## src/rtl/spi_sck_pkg.sv

```systemverilog
package spi_sck_pkg;
  parameter int DIV_W   = 8;
  parameter int DLY_W   = 8;
  parameter int DIV_LSB = 8;
  parameter int DLY_LSB = 16;

  typedef struct packed {
    logic [DLY_W-1:0] dly;
    logic [DIV_W-1:0] div;
    logic             cpha;
    logic             cpol;
  } sck_cfg_t;

  typedef enum logic [1:0] {
    ST_IDLE = 2'd0,
    ST_DLY  = 2'd1,
    ST_ACT  = 2'd2,
    ST_REST = 2'd3
  } sck_st_e;
endpackage

```

## src/rtl/spi_sck_cfg.sv

```systemverilog
module spi_sck_cfg
  import spi_sck_pkg::*;
(
  input  logic        clk_i,
  input  logic        rst_ni,
  input  logic        we_i,
  input  logic [31:0] wdata_i,
  input  logic        wp_en_i,
  output sck_cfg_t    cfg_o,
  output logic [31:0] rdata_o
);
  sck_cfg_t cfg_q;
  logic     unused_wdata;

  assign unused_wdata = ^{wdata_i[31:DLY_LSB+DLY_W], wdata_i[DIV_LSB-1:2]};

  always_ff @(posedge clk_i or negedge rst_ni) begin
    if (!rst_ni) begin
      cfg_q <= '0;
    end else if (we_i && !wp_en_i) begin
      cfg_q.dly  <= wdata_i[DLY_LSB +: DLY_W];
      cfg_q.div  <= wdata_i[DIV_LSB +: DIV_W];
      cfg_q.cpha <= wdata_i[1];
      cfg_q.cpol <= wdata_i[0];
    end
  end

  always_comb begin
    rdata_o                     = '0;
    rdata_o[DLY_LSB +: DLY_W]   = cfg_q.dly;
    rdata_o[DIV_LSB +: DIV_W]   = cfg_q.div;
    rdata_o[1]                  = cfg_q.cpha;
    rdata_o[0]                  = cfg_q.cpol;
  end

  assign cfg_o = cfg_q;


  wp_hold_chk: assert property (@(posedge clk_i) disable iff (!rst_ni)
    wp_en_i |=> $stable(rdata_o));
endmodule

```

## src/rtl/spi_sck_seq.sv

```systemverilog
module spi_sck_seq
  import spi_sck_pkg::*;
#(
  parameter int MAX_BITS = 256,
  localparam int BITS_W  = $clog2(MAX_BITS) + 1,
  localparam int CNT_W   = ((DIV_W > DLY_W) ? DIV_W : DLY_W) + 1
) (
  input  logic              clk_i,
  input  logic              rst_ni,
  input  sck_cfg_t          cfg_i,
  input  logic              mem_mode_i,
  input  logic              start_i,
  input  logic [BITS_W-1:0] nbits_i,
  output logic              cs_no,
  output logic              sclk_o,
  output logic              launch_o,
  output logic              capture_o,
  output logic              done_o
);
  sck_st_e           st_q;
  logic [CNT_W-1:0]  cnt_q, act_q, rest_q;
  logic [CNT_W-1:0]  per_s, act_s, rest_s, dly_s;
  logic [BITS_W-1:0] bits_q;
  logic              cpha_q, cpol_q, done_q;
  logic              cpha_live, cpol_live, idle_s, cnt_end;
  logic              start_ok, lead_evt, trail_evt, last_trail, end_evt;

  // divisor 0 is clamped to a 2-cycle period
  assign per_s  = (cfg_i.div == '0) ? CNT_W'(2) : CNT_W'(cfg_i.div) + CNT_W'(1);
  assign act_s  = per_s >> 1;
  assign rest_s = per_s - act_s;
  assign dly_s  = (cfg_i.dly == '0) ? rest_s : CNT_W'(cfg_i.dly);

  assign cpha_live = cfg_i.cpha & ~mem_mode_i;
  assign cpol_live = cfg_i.cpol & ~mem_mode_i;

  assign idle_s     = (st_q == ST_IDLE);
  assign cnt_end    = (cnt_q == CNT_W'(1));
  assign start_ok   = idle_s && start_i && (nbits_i != '0) &&
                      (nbits_i <= BITS_W'(MAX_BITS));
  assign lead_evt   = cnt_end && ((st_q == ST_DLY) ||
                      ((st_q == ST_REST) && (bits_q != '0)));
  assign trail_evt  = cnt_end && (st_q == ST_ACT);
  assign last_trail = trail_evt && (bits_q == BITS_W'(1));
  assign end_evt    = cnt_end && (st_q == ST_REST) && (bits_q == '0);

  always_ff @(posedge clk_i or negedge rst_ni) begin
    if (!rst_ni) begin
      st_q   <= ST_IDLE;
      cnt_q  <= '0;
      act_q  <= '0;
      rest_q <= '0;
      bits_q <= '0;
      cpha_q <= 1'b0;
      cpol_q <= 1'b0;
      done_q <= 1'b0;
    end else begin
      done_q <= end_evt;
      unique case (st_q)
        ST_IDLE: if (start_ok) begin
          st_q   <= ST_DLY;
          cnt_q  <= dly_s;
          act_q  <= act_s;
          rest_q <= rest_s;
          bits_q <= nbits_i;
          cpha_q <= cpha_live;
          cpol_q <= cpol_live;
        end
        ST_DLY: if (cnt_end) begin
          st_q  <= ST_ACT;
          cnt_q <= act_q;
        end else cnt_q <= cnt_q - CNT_W'(1);
        ST_ACT: if (cnt_end) begin
          st_q   <= ST_REST;
          cnt_q  <= rest_q;
          bits_q <= bits_q - BITS_W'(1);
        end else cnt_q <= cnt_q - CNT_W'(1);
        ST_REST: if (cnt_end) begin
          if (bits_q == '0) st_q <= ST_IDLE;
          else begin
            st_q  <= ST_ACT;
            cnt_q <= act_q;
          end
        end else cnt_q <= cnt_q - CNT_W'(1);
        default: st_q <= ST_IDLE;
      endcase
    end
  end

  assign cs_no     = idle_s;
  assign done_o    = done_q;
  assign sclk_o    = (idle_s ? cpol_live : cpol_q) ^ (st_q == ST_ACT);
  assign capture_o = cpha_q ? trail_evt : lead_evt;
  assign launch_o  = (start_ok && !cpha_live) ||
                     (cpha_q ? lead_evt : (trail_evt && !last_trail));


  capture_edge_chk: assert property (@(posedge clk_i) disable iff (!rst_ni)
    capture_o |=> !$stable(sclk_o));

  strobe_excl_chk: assert property (@(posedge clk_i) disable iff (!rst_ni)
    !(launch_o && capture_o));

  done_cs_chk: assert property (@(posedge clk_i) disable iff (!rst_ni)
    done_o |-> (cs_no && $past(!cs_no)));

  done_single_chk: assert property (@(posedge clk_i) disable iff (!rst_ni)
    done_o |=> !done_o);

  busy_start_chk: assert property (@(posedge clk_i) disable iff (!rst_ni)
    (!cs_no && start_i && !end_evt) |=> !cs_no);
endmodule

```

## src/rtl/spi_sck_gen.sv

```systemverilog
module spi_sck_gen
  import spi_sck_pkg::*;
#(
  parameter int MAX_BITS = 256,
  localparam int BITS_W  = $clog2(MAX_BITS) + 1
) (
  input  logic              clk_i,
  input  logic              rst_ni,
  input  logic              cfg_we_i,
  input  logic [31:0]       cfg_wdata_i,
  output logic [31:0]       cfg_rdata_o,
  input  logic              wp_en_i,
  input  logic              mem_mode_i,
  input  logic              start_i,
  input  logic [BITS_W-1:0] nbits_i,
  output logic              cs_no,
  output logic              sclk_o,
  output logic              launch_o,
  output logic              capture_o,
  output logic              done_o
);
  sck_cfg_t cfg_s;

  spi_sck_cfg u_cfg (
    .clk_i   (clk_i),
    .rst_ni  (rst_ni),
    .we_i    (cfg_we_i),
    .wdata_i (cfg_wdata_i),
    .wp_en_i (wp_en_i),
    .cfg_o   (cfg_s),
    .rdata_o (cfg_rdata_o)
  );

  spi_sck_seq #(.MAX_BITS(MAX_BITS)) u_seq (
    .clk_i      (clk_i),
    .rst_ni     (rst_ni),
    .cfg_i      (cfg_s),
    .mem_mode_i (mem_mode_i),
    .start_i    (start_i),
    .nbits_i    (nbits_i),
    .cs_no      (cs_no),
    .sclk_o     (sclk_o),
    .launch_o   (launch_o),
    .capture_o  (capture_o),
    .done_o     (done_o)
  );
endmodule

```

## config.mk

```make
export PLATFORM = sky130hd
export DESIGN_NAME = spi_sck_gen
export DESIGN_NICKNAME = d
export VERILOG_FILES = /design/src/rtl/spi_sck_pkg.sv /design/src/rtl/spi_sck_cfg.sv /design/src/rtl/spi_sck_seq.sv /design/src/rtl/spi_sck_gen.sv
export SDC_FILE = /design/constraint.sdc
export NUM_CORES = 1
export LEC_CHECK = 0
export BUFFER_PORTS_ARGS = -buffer_cell sky130_fd_sc_hd__buf_2
export CAP_MARGIN = 25
export CORE_ASPECT_RATIO = 0.75
export CORE_MARGIN = 2
export CORE_UTILIZATION = 35
export CTS_BUF_LIST = sky130_fd_sc_hd__clkbuf_4
export CTS_CLUSTER_SIZE = 28
export DETAILED_ROUTE_END_ITERATION = 8
export SKIP_CTS_REPAIR_TIMING = 1
export SYNTH_ARGS = -nofsm -noshare
export SYNTH_HDL_FRONTEND = slang
export SYNTH_SLANG_ARGS = --single-unit
```

## constraint.sdc

```tcl
create_clock -name clk_i -period 4.1 [get_ports clk_i]
set_clock_uncertainty 0.2 [all_clocks]
set_input_delay 0 -clock clk_i [delete_from_list [all_inputs] [get_ports clk_i]]
set_output_delay 0 -clock clk_i [all_outputs]
set_load 0.05 [all_outputs]
```

==> results of run 1 <==
-- kinds of logic after synthesis --
logic type                 after synthesis
DFF                                     58
buffers and inverters                   48
xor gates and xnor gates                11
muxes                                   24
adders and majority gates               11
and+or+nand+nor                        171
other                                    1
AOI/OAI and AO/OA                      100
-- cell usage in the layout, fill, tap and decap left out, types with 4 or more instances in the layout --
cell / synthesis / layout
dfrtp_1: 58 / 58
xnor2_1: 4 / 4
nor2_1: 41 / 41
nand4_1: 5 / 5
inv_1: 12 / 12
nand3_1: 16 / 16
o21a_1: 5 / 5
o21ai_1: 4 / 4
nor4_1: 5 / 5
or4_4: 4 / 4
clkbuf_4: 0 / 10
nor3_1: 17 / 17
o211ai_1: 4 / 4
a21oi_1: 17 / 16
mux2_2: 19 / 19
xor2_1: 7 / 7
dlygate4sd3_1: 0 / 49
buf_4: 15 / 4
nand2_1: 47 / 47
buf_2: 3 / 55
mux2i_1: 4 / 4
or4_1: 4 / 4
ha_1: 10 / 10
o21ai_0: 23 / 23
conb_1: 1 / 14
o221ai_1: 4 / 4
a31oi_1: 9 / 9
-- tightest hold or removal path, stage by stage --
cell           delay, ns
dlygate4sd3_1       0.52
buf_2               0.10
buf_4               0.56
-- cells in the mapped netlist (10+ instances only) --
cell	n
buf_4	15
mux2_2	19
clkbuf_1	13
nor2_1	41
o21ai_0	23
ha_1	10
inv_1	12
nor3_1	17
nand2_1	47
dfrtp_1	58
a21oi_1	17
nand3_1	16
-- worst max-delay path by stage --
stage	depth (start not counted)	slack [ns]	endpoint	start
after floorplan	14	0.51	u_seq.cnt_q[6]	u_cfg.cfg_o[2]
after global placement	15	0.58	u_seq.cnt_q[6]	u_cfg.cfg_o[2]
after detailed placement	15	0.45	u_seq.cnt_q[6]	u_cfg.cfg_o[2]
after CTS	15	0.43	u_seq.cnt_q[6]	u_cfg.cfg_o[2]
after global routing	15	0.13	u_seq.cnt_q[6]	u_cfg.cfg_o[2]
final	15	0.54	u_seq.cnt_q[6]	u_cfg.cfg_o[2]
-- stage by stage --
step	area (um2)	hold slack [ns]	cells	total power, uW	setup slack, ns
floorplan	3840	-0.496	437	1900	0.511
global placement	4120	-0.00670	599	2160	0.584
detailed placement	4120	-0.00152	599	2190	0.454
CTS	4260	-0.470	615	2610	0.431
global route	4750	0.0784	664	2880	0.132
finish	4750	0.0398	664	2670	0.539
-- final cells by class --
cell class,count,share of cell area [%]
clock buffer,10,1.58
clock inverter,6,1.21
inverter,15,1.19
multi-input combinational,331,45.1
sequential,58,30.6
tap,136,3.58
timing repair buffer,108,16.8
-- power groups by stage --
stage / Combinational (uW) / Sequential, uW / Clock (uW)
finish: 1260 / 1010 / 409
global route: 1390 / 1040 / 448
CTS: 1190 / 998 / 424
detailed placement: 1180 / 1010 / 0
global placement: 1160 / 1000 / 0
floorplan: 887 / 1010 / 0
-- routing by layer --
layer  vias to the layer above  track usage (%)  part of all wire [%]  routed length [um]
met1                      1705             26.8                    48                5020
met5                         -                0                     0                   0
li1                       1723                -                     -                   -
met4                         0             6.27                   1.2                 123
met2                       142             25.1                    44                4690
met3                        12             4.37                   6.9                 724
-- registers in the layout, indices dropped and copies added, names as in the netlist --
register	count
u_cfg.cfg_o	18
u_seq.act_q	8
u_seq.bits_q	9
u_seq.cnt_q	9
u_seq.cpha_q	1
u_seq.cpol_q	1
u_seq.done_o	1
u_seq.rest_q	9
u_seq.st_q	2
==> results.sh, run 1 <==
export IMPL_die_x_um=124
export IMPL_crit_slowest_cell="dfrtp_1"
export IMPL_netSwitchingFraction_pct=45.2
export IMPL_route_vias_total=3582
export IMPL_ys_top_cells_by_area="dfrtp_1 (38%), mux2_2 (5.6%), nand2_1 (4.7%), nor2_1 (4.1%), ha_1 (3.3%)"
export IMPL_grt_pass1_vias=3138
export IMPL_power_per_cell_area_mw_per_mm2=562
export IMPL_grtUsageTotal_pct=18.0
export IMPL_viasPerCell=5.39
export IMPL_core_area_mm2=0.0104
export IMPL_dr_pass1_iters=5
export IMPL_row_count=32
export IMPL_cts_buffer_depth=2
export IMPL_rrSetupSlack_ns=0.54
export IMPL_cts_tree="built"
export IMPL_maxSlewHeadroom_pct=39.3
export IMPL_synthFlopType="dfrtp_1"
export IMPL_p_comb_share_pct=47.0
export IMPL_htreeDepth=3
export IMPL_yosys_area_top_type="dfrtp_1"
export IMPL_yosys_warnings=0
export IMPL_dp_final_hpwl_um=7130
export IMPL_ys_types=77
export IMPL_worstMarginPinSlew_ns=0.907
export IMPL_drt_iter0_markers=253
export IMPL_gp_congestion=0.870
export IMPL_vdd_drop_max_mv=0.286
export IMPL_synth_cell_area_mm2=0.00379
export IMPL_synth_compound_area_share_pct=17.8
export IMPL_critPathLaunchType="flip-flop"
export IMPL_cp_required_ns=4.25
export IMPL_ys_ff_latch=58
export IMPL_syn2layout_area_growth_pct=25.3
export IMPL_finalCritPeriodShare_pct=86.9
export IMPL_synth_edf_count=0
export IMPL_clock_sinks=58
export IMPL_clk_pin_slew_ns=0.11
export IMPL_grt_pass1_wl_um=16200
export IMPL_grt_max_degree=59
export IMPL_syn_avg_cell_area_um2=8.94
export IMPL_cp_buffers_inverters=3
export IMPL_start_util_pct=36.4
export IMPL_synthSimpleGateAreaFrac_pct=23.9
export IMPL_end_kind="flip-flop"
export IMPL_yosysSeqAreaShare_pct=38.3
export IMPL_synth_top_family_by_area="simple AND/OR/NAND/NOR gates"
export IMPL_grt_overflow=0
export IMPL_seqCellArea_mm2=0.00145
export IMPL_die_area_mm2=0.0117
export IMPL_cap_violations=0
export IMPL_internal_power_uw=1460
export IMPL_nFillCells=1000
export IMPL_rsz0062_at_grt="no"
export IMPL_drive_above_1_share_pct=21.2
export IMPL_r2r_start="u_cfg.cfg_o[2]"
export IMPL_arrival_ns=3.71
export IMPL_worstSkewPairLatency_ns=0.42
export IMPL_crit_type="flip-flop to flip-flop"
export IMPL_setup_viol=0
export IMPL_hold_path_class="input pin to async pin"
export IMPL_clock_power_share_pct=15.3
export IMPL_synth_cells=424
export IMPL_drv_slew=0
export IMPL_critPathMaxStageDelay_ns=0.46
export IMPL_ios=84
export IMPL_setup_tns_ns=0
export IMPL_crit_family="compound AO/OA/AOI/OAI gates"
export IMPL_synthMuxAreaShare_pct=7.00
export IMPL_path_max_fanout=6
export IMPL_portBuffers=55
export IMPL_routed_wl_um=10600
export IMPL_ant_nets=0
export IMPL_synth_xor_xnor_area_share_pct=2.54
export IMPL_async_reset_ff_share_pct=100
export IMPL_die_h_um=94.1
export IMPL_netSwitchingPower_uw=1210
export IMPL_wl_per_cell_um=15.9
export IMPL_r2r_cells=15
export IMPL_diodes=0
export IMPL_reg2reg_to="u_seq.cnt_q[6]"
export IMPL_pwr_share_seq_pct=37.7
export IMPL_fin_nets=581
export IMPL_yosys_area_share_adder_pct=3.83
export IMPL_final_util_pct=45.6
export IMPL_fmax_mhz=281
export IMPL_drc=0
export IMPL_synth_top_cell_area_share_pct=38.3
export IMPL_path_cells="inv_1, ha_1, nor4b_1, nand2_1, nand2b_1, ha_1, inv_1, fa_1, a21oi_2, nand3_1, a211oi_1, buf_4, a21oi_1, o211a_1, a21oi_1"
export IMPL_root_buffer="clkbuf_4"
export IMPL_antenna_found_initial=0
export IMPL_numCtsBuffers=9
export IMPL_leakage_uw=0.00209
export IMPL_min_period_ns=3.56
export IMPL_hold_violations=0
export IMPL_status="finished, final reports clean"
export IMPL_multiInputGateArea_mm2=0.00214
Note: power is estimated with default switching activity, not from simulation.
==> inputs of run 2 (changes only) <==
==> constraint.sdc (replaced) <==
create_clock -name clk_i -period 3.7 [get_ports clk_i]
set_clock_uncertainty 0.2 [all_clocks]
set_input_delay 0 -clock clk_i [delete_from_list [all_inputs] [get_ports clk_i]]
set_output_delay 0 -clock clk_i [all_outputs]
set_load 0.05 [all_outputs]
==> results.sh, run 2 (synthesized netlist as in run 1, its figures left out) <==
export IMPL_status="finished, final reports clean"
export IMPL_fin_nets=589
export IMPL_antenna_found_initial=0
export IMPL_pwr_share_seq_pct=34.7
export IMPL_grt_overflow=0
export IMPL_setup_viol=0
export IMPL_ios=84
export IMPL_grtUsageTotal_pct=18.8
export IMPL_place_ws_ns=0.0355
export IMPL_die_h_um=94.1
export IMPL_routed_wl_um=11000
export IMPL_p_comb_share_pct=46.3
export IMPL_r2r_start="u_cfg.cfg_o[6]"
export IMPL_fmax_mhz=291
export IMPL_drt_iter0_markers=217
export IMPL_clock_power_share_pct=19.0
export IMPL_maxSlewHeadroom_pct=53.2
export IMPL_internal_power_uw=1810
export IMPL_path_cells="nor3_1, nand2_1, nand2b_4, ha_1, inv_1, fa_1, a21oi_4, nand3_1, a211oi_2, buf_4, a21oi_1, o211a_1, a21oi_1"
export IMPL_critPathMaxStageDelay_ns=0.48
export IMPL_nFillCells=991
export IMPL_path_max_fanout=7
export IMPL_clock_sinks=58
export IMPL_cp_required_ns=3.85
export IMPL_drc=0
export IMPL_critPathLaunchType="flip-flop"
export IMPL_hold_violations=0
export IMPL_cts_tree="built"
export IMPL_final_cell_mix="dfrtp_1 (57), buf_2 (55), dlygate4sd3_1 (50), nand2_1 (47), nor2_1 (41)"
export IMPL_cts_buffer_depth=2
export IMPL_ant_nets=0
export IMPL_die_x_um=124
export IMPL_start_util_pct=36.4
export IMPL_cp_depth=13
export IMPL_end_kind="flip-flop"
export IMPL_drv_slew=0
export IMPL_row_count=32
export IMPL_crit_type="flip-flop to flip-flop"
export IMPL_min_period_ns=3.43
export IMPL_vdd_drop_max_mv=0.496
export IMPL_numCtsBuffers=9
export IMPL_reg2reg_to="u_seq.cnt_q[6]"
export IMPL_finalCritPeriodShare_pct=92.8
export IMPL_power_total_uw=3180
export IMPL_wl_per_cell_um=16.4
export IMPL_leakage_uw=0.00216
export IMPL_grt_pass1_wl_um=16700
export IMPL_route_vias_total=3561
export IMPL_gp_congestion=0.839
export IMPL_rsz0062_at_grt="no"
export IMPL_r2r_cells=13
export IMPL_layout_commonest_cell="dfrtp_1"
export IMPL_worstMarginPinSlew_ns=0.699
export IMPL_worst_path_most_repeated_cell="a21oi_1"
export IMPL_setup_tns_ns=0
export IMPL_syn2layout_area_growth_pct=29.1
export IMPL_dp_cells=606
export IMPL_dr_pass1_iters=4
export IMPL_startpoint="u_cfg.cfg_o[6]"
export IMPL_viasPerCell=5.30
export IMPL_netSwitchingPower_uw=1370
export IMPL_fin_cells=672
export IMPL_diodes=0
export IMPL_grt_max_degree=45
export IMPL_cp_buffers_inverters=2
export IMPL_setup_worst_path_end="u_seq.cnt_q[6]"
export IMPL_worstSkewPairLatency_ns=0.42
export IMPL_core_area_mm2=0.0104
export IMPL_crit_slowest_cell="dfrtp_1"
export IMPL_die_area_mm2=0.0117
export IMPL_grt_pass1_vias=3245
export IMPL_hold_path_class="input pin to async pin"
export IMPL_clk_pin_slew_ns=0.11
export IMPL_portBuffers=55
export IMPL_rrSetupSlack_ns=0.27
export IMPL_arrival_ns=3.58
export IMPL_largest_reg_flops=18
export IMPL_htreeDepth=3
export IMPL_cap_violations=0
export IMPL_root_buffer="clkbuf_4"
export IMPL_power_per_cell_area_mw_per_mm2=649
export IMPL_netSwitchingFraction_pct=43.2
export IMPL_dp_final_hpwl_um=7510
export IMPL_drive_above_1_share_pct=22.9
export IMPL_setup_slack_ns=0.267
export IMPL_crit_family="compound AO/OA/AOI/OAI gates"
==> run 2: cell count changes in the layout (fill, tap and decap cells not counted), sizes merged <==
| cell | change |
|---|---|
| bufinv | +2 |
| dlygate4sd3 | +1 |
| clkbuf | +1 |
| clkinv | -3 |
| buf | +7 |
==> run 2: area by class of cell <==
class | instances | area (um2) | area share, %
clock buffers | 11 | 82.6 | 1.69
multi-input cells | 331 | 2170 | 44.3
well taps | 136 | 170 | 3.48
flip-flops and latches | 58 | 1450 | 29.7
inverters | 15 | 56.3 | 1.15
repair buffers | 116 | 858 | 17.5
clock inverters | 5 | 103 | 2.10
==> run 2: worst min-delay path by stage <==
stage	slack, ns	from	to
2_1_floorplan	-0.50	rst_ni	u_cfg.cfg_o[0]
3_3_place_gp	-0.27	rst_ni	u_seq.bits_q[6]
3_5_place_dp	-0.26	rst_ni	u_seq.bits_q[6]
4_1_cts	-0.73	rst_ni	u_seq.rest_q[5]
5_1_grt	0.06	rst_ni	u_seq.act_q[3]
6_report	0.02	rst_ni	u_seq.act_q[3]
==> run 2: worst register-to-register path, delay by kind of cell, from the launching register on <==
| family | cells | cell delay, ns |
|---|---|---|
| DFF | 1 | 0.48 |
| and+or+nand+nor | 4 | 0.91 |
| adders and majority gates | 2 | 0.62 |
| buffers and inverters | 2 | 0.23 |
| AOI/OAI and AO/OA | 5 | 0.94 |
==> run 2: through the flow <==
step	hold WS (ns)	utilization (%)	cell area (um2)
CTS	-0.733	41.9	4360
finish	0.0227	47.0	4890
global route	0.0640	47.0	4890
floorplan	-0.496	-	3840
detailed placement	-0.263	40.1	4180
global placement	-0.274	40.1	4180
==> run 2: power groups by stage <==
| stage | Clock [uW] | Combinational (uW) | Sequential, uW |
|---|---|---|---|
| final | 604 | 1470 | 1100 |
| after global routing | 645 | 1610 | 1130 |
| after CTS | 619 | 1380 | 1090 |
| after detailed placement | 0 | 1370 | 1100 |
| after global placement | 0 | 1350 | 1090 |
| after floorplan | 0 | 983 | 1120 |
==> run 2: routing by layer <==
metal  wire (um)  track usage [%]  vias to the layer above
met3         523             4.49                       10
met4         100             6.27                        0
li1            -                -                     1732
met2        5040             27.5                      105
met1        5350             26.9                     1714
met5           0                0                        -
